[config.mk]
export PLATFORM = sky130hd
export DESIGN_NAME = tlb_xlate
export DESIGN_NICKNAME = d
export VERILOG_FILES = /design/src/rtl/tlbx_pkg.sv /design/src/rtl/tlbx_match.sv /design/src/rtl/tlbx_victim.sv /design/src/rtl/tlb_xlate.sv
export SDC_FILE = /design/constraint.sdc
export NUM_CORES = 1
export LEC_CHECK = 0
export ABC_AREA = 1
export BUFFER_PORTS_ARGS = -buffer_cell sky130_fd_sc_hd__buf_2
export CAP_MARGIN = 10
export CORE_MARGIN = 2
export CORE_UTILIZATION = 54
export DETAILED_ROUTE_END_ITERATION = 8
export GPL_TIMING_DRIVEN = 0
export PLACE_DENSITY = 0.87
export SLEW_MARGIN = 30
export SYNTH_ARGS = -nofsm -noshare
export SYNTH_HDL_FRONTEND = slang
export SYNTH_HIERARCHICAL = 1
export SYNTH_SLANG_ARGS = --single-unit
[constraint.sdc]
create_clock -name clk -period 2.6 [get_ports clk]
set_input_delay 0.13 -clock clk [delete_from_list [all_inputs] [get_ports clk]]
set_output_delay 0.13 -clock clk [all_outputs]
set_load 0.01 [all_outputs]
[src/rtl/tlbx_pkg.sv]
// Shared definitions for the translation cache.
// Assumes: nothing beyond the enclosing design's parameters.
package tlbx_pkg;

    // Miss-service sequence of the controller
    typedef enum logic [2:0] {
        ST_IDLE  = 3'd0,   // accepting requests
        ST_READ  = 3'd1,   // reading the page-table word
        ST_EVICT = 3'd2,   // writing reference/dirty of the victim back
        ST_FILL  = 3'd3,   // loading the new entry
        ST_RETRY = 3'd4    // repeating the lookup after a fill
    } tlbx_state_e;

    // Width of the write-back data: {reference, dirty}
    localparam int unsigned WB_W = 2;

endpackage

[src/rtl/tlbx_match.sv]
// Fully associative tag comparator.
// Compares a key with every stored page number and reports the lowest
// matching valid slot. Assumes at most one valid slot matches a key.
module tlbx_match #(
    parameter int unsigned N     = 4,
    parameter int unsigned VPN_W = 8,
    localparam int unsigned IW   = (N > 1) ? $clog2(N) : 1
) (
    input  logic [N-1:0]            valid_vec,
    input  logic [N-1:0][VPN_W-1:0] vpn_vec,
    input  logic [VPN_W-1:0]        key,
    output logic                    hit,
    output logic [IW-1:0]           hit_idx
);

    logic [N-1:0] eq_vec;

    // Per-slot comparators
    for (genvar g = 0; g < N; g++) begin : g_cmp
        assign eq_vec[g] = valid_vec[g] && (vpn_vec[g] == key);
    end

    // Encode the matching slot, lowest index preferred
    always_comb begin
        hit     = |eq_vec;
        hit_idx = '0;
        for (int i = N - 1; i >= 0; i--) begin
            if (eq_vec[i]) hit_idx = IW'(i);
        end
    end

endmodule

[src/rtl/tlbx_victim.sv]
// Fill-target selector.
// Picks the lowest invalid slot; when every slot is valid it uses a
// round-robin pointer that moves on only when it was the one used.
// Assumes 'advance' is pulsed once per fill that displaced a valid slot.
module tlbx_victim #(
    parameter int unsigned N   = 4,
    localparam int unsigned IW = (N > 1) ? $clog2(N) : 1
) (
    input  logic          clk,
    input  logic          rst_n,
    input  logic [N-1:0]  valid_vec,
    input  logic          advance,
    output logic [IW-1:0] victim,
    output logic          victim_free
);

    logic [IW-1:0] rr_q;

    // Choose the first empty slot, else the pointer
    always_comb begin
        victim_free = 1'b0;
        victim      = rr_q;
        for (int i = N - 1; i >= 0; i--) begin
            if (!valid_vec[i]) begin
                victim_free = 1'b1;
                victim      = IW'(i);
            end
        end
    end

    // Round-robin pointer, wrapping at N-1
    always_ff @(posedge clk) begin
        if (!rst_n) begin
            rr_q <= '0;
        end else if (advance) begin
            rr_q <= (rr_q == IW'(N - 1)) ? '0 : rr_q + IW'(1);
        end
    end

endmodule

[src/rtl/tlb_xlate.sv]
// Fully associative translation cache with page-table refill.
// Hits respond one cycle after acceptance. A miss reads the page-table
// word, raises a fault if the page is not resident, otherwise writes the
// victim's reference/dirty bits back (when the victim is valid), loads the
// entry and repeats the lookup. Only one request is in service at a time.
// Assumes the page table answers every request with a one-cycle pt_ack.
module tlb_xlate #(
    parameter int unsigned N     = 4,
    parameter int unsigned VPN_W = 8,
    parameter int unsigned PPN_W = 6,
    localparam int unsigned IW    = (N > 1) ? $clog2(N) : 1,
    localparam int unsigned PTE_W = PPN_W + 3,
    localparam int unsigned RES_B = PPN_W + 2,
    localparam int unsigned REF_B = PPN_W + 1,
    localparam int unsigned DRT_B = PPN_W
) (
    input  logic                     clk,
    input  logic                     rst_n,
    input  logic                     req_valid,
    input  logic [VPN_W-1:0]         req_vpn,
    input  logic                     req_write,
    output logic                     req_ready,
    output logic                     rsp_valid,
    output logic [PPN_W-1:0]         rsp_ppn,
    output logic                     rsp_hit,
    output logic                     rsp_fault,
    output logic                     pt_req,
    output logic                     pt_we,
    output logic [VPN_W-1:0]         pt_addr,
    output logic [tlbx_pkg::WB_W-1:0] pt_wdata,
    input  logic                     pt_ack,
    input  logic [PTE_W-1:0]         pt_rdata
);

    import tlbx_pkg::*;

    // Entry storage
    logic [N-1:0]            e_val;
    logic [N-1:0]            e_ref;
    logic [N-1:0]            e_drt;
    logic [N-1:0][VPN_W-1:0] e_vpn;
    logic [N-1:0][PPN_W-1:0] e_ppn;

    // Controller state and captured miss context
    tlbx_state_e      st_q;
    logic [VPN_W-1:0] cap_vpn_q;
    logic             cap_wr_q;
    logic [IW-1:0]    vic_q;
    logic             vic_free_q;
    logic [PTE_W-1:0] pte_q;

    // Lookup and selection wires
    logic [VPN_W-1:0] key;
    logic             m_hit;
    logic [IW-1:0]    m_idx;
    logic [IW-1:0]    v_idx;
    logic             v_free;
    logic             accept;
    logic             lookup_ok;
    logic             wr_flag;
    logic             rr_advance;

    // Lookup key: incoming request, or the captured one on the retry pass
    always_comb begin
        key     = (st_q == ST_RETRY) ? cap_vpn_q : req_vpn;
        wr_flag = (st_q == ST_RETRY) ? cap_wr_q  : req_write;
    end

    assign req_ready  = (st_q == ST_IDLE);
    assign accept     = req_ready && req_valid;
    assign lookup_ok  = (accept || (st_q == ST_RETRY)) && m_hit;
    assign rr_advance = (st_q == ST_FILL) && !vic_free_q;

    tlbx_match #(.N(N), .VPN_W(VPN_W)) match_i (
        .valid_vec (e_val),
        .vpn_vec   (e_vpn),
        .key       (key),
        .hit       (m_hit),
        .hit_idx   (m_idx)
    );

    tlbx_victim #(.N(N)) victim_i (
        .clk         (clk),
        .rst_n       (rst_n),
        .valid_vec   (e_val),
        .advance     (rr_advance),
        .victim      (v_idx),
        .victim_free (v_free)
    );

    // Page-table port driven from the controller state
    always_comb begin
        pt_req   = (st_q == ST_READ) || (st_q == ST_EVICT);
        pt_we    = (st_q == ST_EVICT);
        pt_addr  = (st_q == ST_EVICT) ? e_vpn[vic_q] : cap_vpn_q;
        pt_wdata = {e_ref[vic_q], e_drt[vic_q]};
    end

    // Entry array: fill on ST_FILL, reference/dirty update on a successful lookup
    always_ff @(posedge clk) begin
        if (!rst_n) begin
            e_val <= '0;
            e_ref <= '0;
            e_drt <= '0;
            e_vpn <= '0;
            e_ppn <= '0;
        end else if (st_q == ST_FILL) begin
            e_val[vic_q] <= 1'b1;
            e_vpn[vic_q] <= cap_vpn_q;
            e_ppn[vic_q] <= pte_q[PPN_W-1:0];
            e_ref[vic_q] <= pte_q[REF_B];
            e_drt[vic_q] <= pte_q[DRT_B];
        end else if (lookup_ok) begin
            e_ref[m_idx] <= 1'b1;
            if (wr_flag) e_drt[m_idx] <= 1'b1;
        end
    end

    // Miss-service controller and registered response
    always_ff @(posedge clk) begin
        if (!rst_n) begin
            st_q       <= ST_IDLE;
            cap_vpn_q  <= '0;
            cap_wr_q   <= 1'b0;
            vic_q      <= '0;
            vic_free_q <= 1'b0;
            pte_q      <= '0;
            rsp_valid  <= 1'b0;
            rsp_hit    <= 1'b0;
            rsp_fault  <= 1'b0;
            rsp_ppn    <= '0;
        end else begin
            rsp_valid <= 1'b0;
            case (st_q)
                ST_IDLE: begin
                    if (accept && m_hit) begin
                        rsp_valid <= 1'b1;
                        rsp_hit   <= 1'b1;
                        rsp_fault <= 1'b0;
                        rsp_ppn   <= e_ppn[m_idx];
                    end else if (accept) begin
                        cap_vpn_q  <= req_vpn;
                        cap_wr_q   <= req_write;
                        vic_q      <= v_idx;
                        vic_free_q <= v_free;
                        st_q       <= ST_READ;
                    end
                end
                ST_READ: begin
                    if (pt_ack) begin
                        pte_q <= pt_rdata;
                        if (!pt_rdata[RES_B]) begin
                            rsp_valid <= 1'b1;
                            rsp_hit   <= 1'b0;
                            rsp_fault <= 1'b1;
                            rsp_ppn   <= '0;
                            st_q      <= ST_IDLE;
                        end else begin
                            st_q <= vic_free_q ? ST_FILL : ST_EVICT;
                        end
                    end
                end
                ST_EVICT: begin
                    if (pt_ack) st_q <= ST_FILL;
                end
                ST_FILL: begin
                    st_q <= ST_RETRY;
                end
                ST_RETRY: begin
                    rsp_valid <= 1'b1;
                    rsp_hit   <= 1'b0;
                    rsp_fault <= 1'b0;
                    rsp_ppn   <= e_ppn[m_idx];
                    st_q      <= ST_IDLE;
                end
                default: st_q <= ST_IDLE;
            endcase
        end
    end

endmodule

==> flow_metrics.env <==
export IMPL_grtUsageMet2_pct=47.6
export IMPL_most_common_layout_cells="sky130_fd_sc_hd__nand2_1, sky130_fd_sc_hd__nor2_1, sky130_fd_sc_hd__dfxtp_1, sky130_fd_sc_hd__o21ai_0, sky130_fd_sc_hd__a21oi_1"
export IMPL_fin_nets=843
export IMPL_cts_clk_slew_worst_paths_ps=100
export IMPL_layout_worst_path_cycle_share_pct=106
export IMPL_layout_cells_most_common="sky130_fd_sc_hd__nand2_1"
export IMPL_placeableCoreArea_mm2=0.00881
export IMPL_run_status="finished with violations"
export IMPL_die_width_um=99.8
export IMPL_max_freq_mhz=361
export IMPL_grt_pass1_wl_um=24000
export IMPL_rsz0062_at_grt="true"
export IMPL_slew_limit_headroom_pct=56.0
export IMPL_timing_reg2reg_worst_path_depth=16
export IMPL_die_height_um=99.8
export IMPL_max_slew_worst_pin_slew_ps=661
export IMPL_dp_hpwl_um=10300
export IMPL_i_o_pin_total=44
export IMPL_worst_slack_ps=-167
export IMPL_crit_start="st_q[0]"
export IMPL_worst_hold_slack_ps=11.1
export IMPL_crit_end="rsp_ppn[1]"
export IMPL_reg2reg_slack_ps=-170
export IMPL_violations_in_the_final_reports="setup timing"
export IMPL_crit_path_start_kind="flop"
export IMPL_post_synth_inst_count=747
export IMPL_cell_area_after_placement_mm2=0.00531
export IMPL_cts_buffers_inserted=9
export IMPL_multi_input_comb_area_mm2=0.00277
export IMPL_number_of_filler_cells_placed_in_the_layout=697
export IMPL_dp_cells=898
export IMPL_htree_levels=3
export IMPL_report_final_slew_viol_count=0
export IMPL_p_leak_uw=0.00252
export IMPL_min_period_ps=2770
export IMPL_critPathRequiredTime_ps=2910
export IMPL_clkLatencyLatePin_ps=380
export IMPL_clock_sinks=102
export IMPL_relative_area_change_from_synthesis_to_final_layout_pct=21.1
export IMPL_antenna_found_initial=0
export IMPL_seq_area_frac_synth_pct=41.2
export IMPL_type_of_destination_of_the_critical_path="flop"
export IMPL_max_vdd_ir_drop_v=0.000383
export IMPL_r2r_end="rsp_ppn[1]"
export IMPL_first_global_vias=4872
export IMPL_vias_per_cell=5.99
export IMPL_gr_layer_usage_met1_pct=42.7
export IMPL_grt_util_all_layers_pct=31.0
export IMPL_criticalPathCategory="reg2reg"
export IMPL_wirelength_um=16000
export IMPL_synth_warning_count=6
export IMPL_grt_busiest_layer="met2"
export IMPL_fin_area_mm2=0.00600
export IMPL_postRouteAntennaNets=0
export IMPL_overflow=0
export IMPL_clock_tree_from_tritoncts="done"
export IMPL_global_route_usage_met3_pct=6.34
export IMPL_route_detailed_wl_per_inst_um=17.2
export IMPL_place_port_buffers=43
export IMPL_finalSetupTns_ps=-2080
export IMPL_synth_distinct_cells=37
export IMPL_drt_drc_violations_left=0
export IMPL_ys_ff_latch=102
export IMPL_drive_above_1_share_pct=20.4
export IMPL_placement_rows=34
export IMPL_instances_no_fill=932
export IMPL_clock_skew_final_ps=20.9
export IMPL_drtPass1Iterations=8
export IMPL_report_final_setup_viol=27
export IMPL_net_count_of_the_mapped_netlist=770
export IMPL_routed_via_count=5583
export IMPL_initial_core_util_pct=56.3
export IMPL_average_cell_area_after_synthesis_um2=6.63
export IMPL_maxCapViolCount=0
export IMPL_cts_root_buffer_cell="sky130_fd_sc_hd__clkbuf_8"
export IMPL_rr_startpoint="st_q[0]"
export IMPL_clock_path_buffers=2
export IMPL_synthArstFlopShare_pct=0
export IMPL_routabilityCongestion=1.00
export IMPL_register_area_mm2=0.00205
export IMPL_timing_final_hold_violations=0
export IMPL_design_die_area_mm2=0.00996
export IMPL_antennaDiodeCount=0
export IMPL_synth_area_mm2=0.00496
export IMPL_timing_critical_path_fanout_max=8
export IMPL_pin_count_of_the_biggest_net_entering_global_routing=19
export IMPL_cp_arrival_ps=3070
export IMPL_dr_first_iter_drc_count=690
export IMPL_worst_setup_slack_post_dpl_ps=-1110
export IMPL_holdCritPathClass="in2reg"
export IMPL_yosys_most_used_dff="sky130_fd_sc_hd__dfxtp_1"
export IMPL_p_per_area_mw_per_mm2=539
export IMPL_synth_edff_count=0
-- flip-flops by register name (all words and copies together), names as in the netlist --
register,cells
cap_vpn_q,8
cap_wr_q,1
e_drt,4
e_ppn,24
e_ref,4
e_val,4
e_vpn,32
pte_q,8
rsp_fault,1
rsp_hit,1
rsp_ppn,6
rsp_valid,1
st_q,3
vic_free_q,1
vic_q,2
victim_i/rr_q,2
-- metal layers --
metal | part of all wire (%) | wire, um
met1 | 39 | 6300
met2 | 44 | 7010
met3 | 12 | 1980
met4 | 4.7 | 761
met5 | 0 | 0
-- synth_stat cells (4+ instances only) --
| cell type | instances | share of area, % |
|---|---|---|
| sky130_fd_sc_hd__buf_4 | 6 | 0.91 |
| sky130_fd_sc_hd__xnor2_1 | 5 | 0.88 |
| sky130_fd_sc_hd__nor2_2 | 7 | 0.88 |
| sky130_fd_sc_hd__inv_2 | 15 | 1.1 |
| sky130_fd_sc_hd__nand3_1 | 28 | 2.8 |
| sky130_fd_sc_hd__a21oi_1 | 53 | 5.4 |
| sky130_fd_sc_hd__nand2_2 | 7 | 0.88 |
| sky130_fd_sc_hd__nand2_1 | 163 | 12 |
| sky130_fd_sc_hd__o21ai_0 | 105 | 11 |
| sky130_fd_sc_hd__o21ai_1 | 5 | 0.50 |
| sky130_fd_sc_hd__nand4_1 | 14 | 1.8 |
| sky130_fd_sc_hd__inv_1 | 54 | 4.1 |
| sky130_fd_sc_hd__clkbuf_1 | 16 | 1.2 |
| sky130_fd_sc_hd__nor2_1 | 132 | 10 |
| sky130_fd_sc_hd__dfxtp_1 | 102 | 41 |
| sky130_fd_sc_hd__a22oi_1 | 4 | 0.61 |
| sky130_fd_sc_hd__a31oi_1 | 4 | 0.50 |
| sky130_fd_sc_hd__buf_2 | 6 | 0.61 |
-- final cells by class --
type / instances / share of cell area [%]
clock inverters: 6 / 0.959
flip-flops and latches: 102 / 34.2
clock buffers: 9 / 2.06
repair buffers: 61 / 6.69
inverters: 70 / 4.46
well taps: 108 / 2.25
multi-input cells: 545 / 46.2
plain buffers: 31 / 3.19
-- how the worst min path moves through the flow --
stage                start            to  slack [ps]  cells past startpoint
2_1_floorplan  pt_rdata[0]      pte_q[0]         260                      2
3_3_place_gp   pt_rdata[5]      pte_q[5]         350                      3
3_5_place_dp   pt_rdata[3]      pte_q[3]         360                      3
4_1_cts         req_vpn[2]  cap_vpn_q[2]          30                      3
5_1_grt         req_vpn[1]  cap_vpn_q[1]          30                      3
6_report        req_vpn[2]  cap_vpn_q[2]          10                      3
-- where the power goes --
part	leakage (uW)	internal, uW	total [uW]	switching (uW)
Sequential	0.000827	1630	1690	57.4
Combinational	0.00160	187	593	406
Clock	0.0000851	359	956	597
Total	0.00252	2180	3240	1060
-- repair_timing --
action	CTS	global route
hold buffers	7	0
gates cloned	2	0
resized for setup	55	40
buffers inserted	5	5
endpoints found under the setup margin	31	31
hold endpoints to repair	7	0
pin swaps	14	30
-- critical path: stages, from the launching register on --
cell                        delay [ps]
sky130_fd_sc_hd__dfxtp_4           370
sky130_fd_sc_hd__nor2_4            180
sky130_fd_sc_hd__nand2_8            90
sky130_fd_sc_hd__clkbuf_16         180
sky130_fd_sc_hd__o21ai_4           190
sky130_fd_sc_hd__inv_2              90
sky130_fd_sc_hd__o21ai_0           360
sky130_fd_sc_hd__nor2_4             80
sky130_fd_sc_hd__nand3_2           100
sky130_fd_sc_hd__nor2b_4           190
sky130_fd_sc_hd__nor2_4             70
sky130_fd_sc_hd__buf_12            130
sky130_fd_sc_hd__nor2_4            240
sky130_fd_sc_hd__nand2_1            80
sky130_fd_sc_hd__nand4_1           130
sky130_fd_sc_hd__nand2_1            80
sky130_fd_sc_hd__a21oi_2           120
-- kinds of logic after synthesis --
logic type / count (synthesis) / share of synthesized area (%)
buffers and inverters: 101 / 8.56
and+or+nand+nor: 360 / 30.4
AOI/OAI and AO/OA: 176 / 18.3
adders and majority gates: 1 / 0.252
DFF: 102 / 41.2
xor gates and xnor gates: 7 / 1.24
-- stage by stage --
stage / power [uW] / utilization [%]
2_1_floorplan: 2030 / -
3_3_place_gp: 2190 / 60.3
3_5_place_dp: 2210 / 60.3
4_1_cts: 3180 / 66.2
5_1_grt: 3340 / 68.1
6_report: 3240 / 68.1
Power figures use the tool's default switching activity.
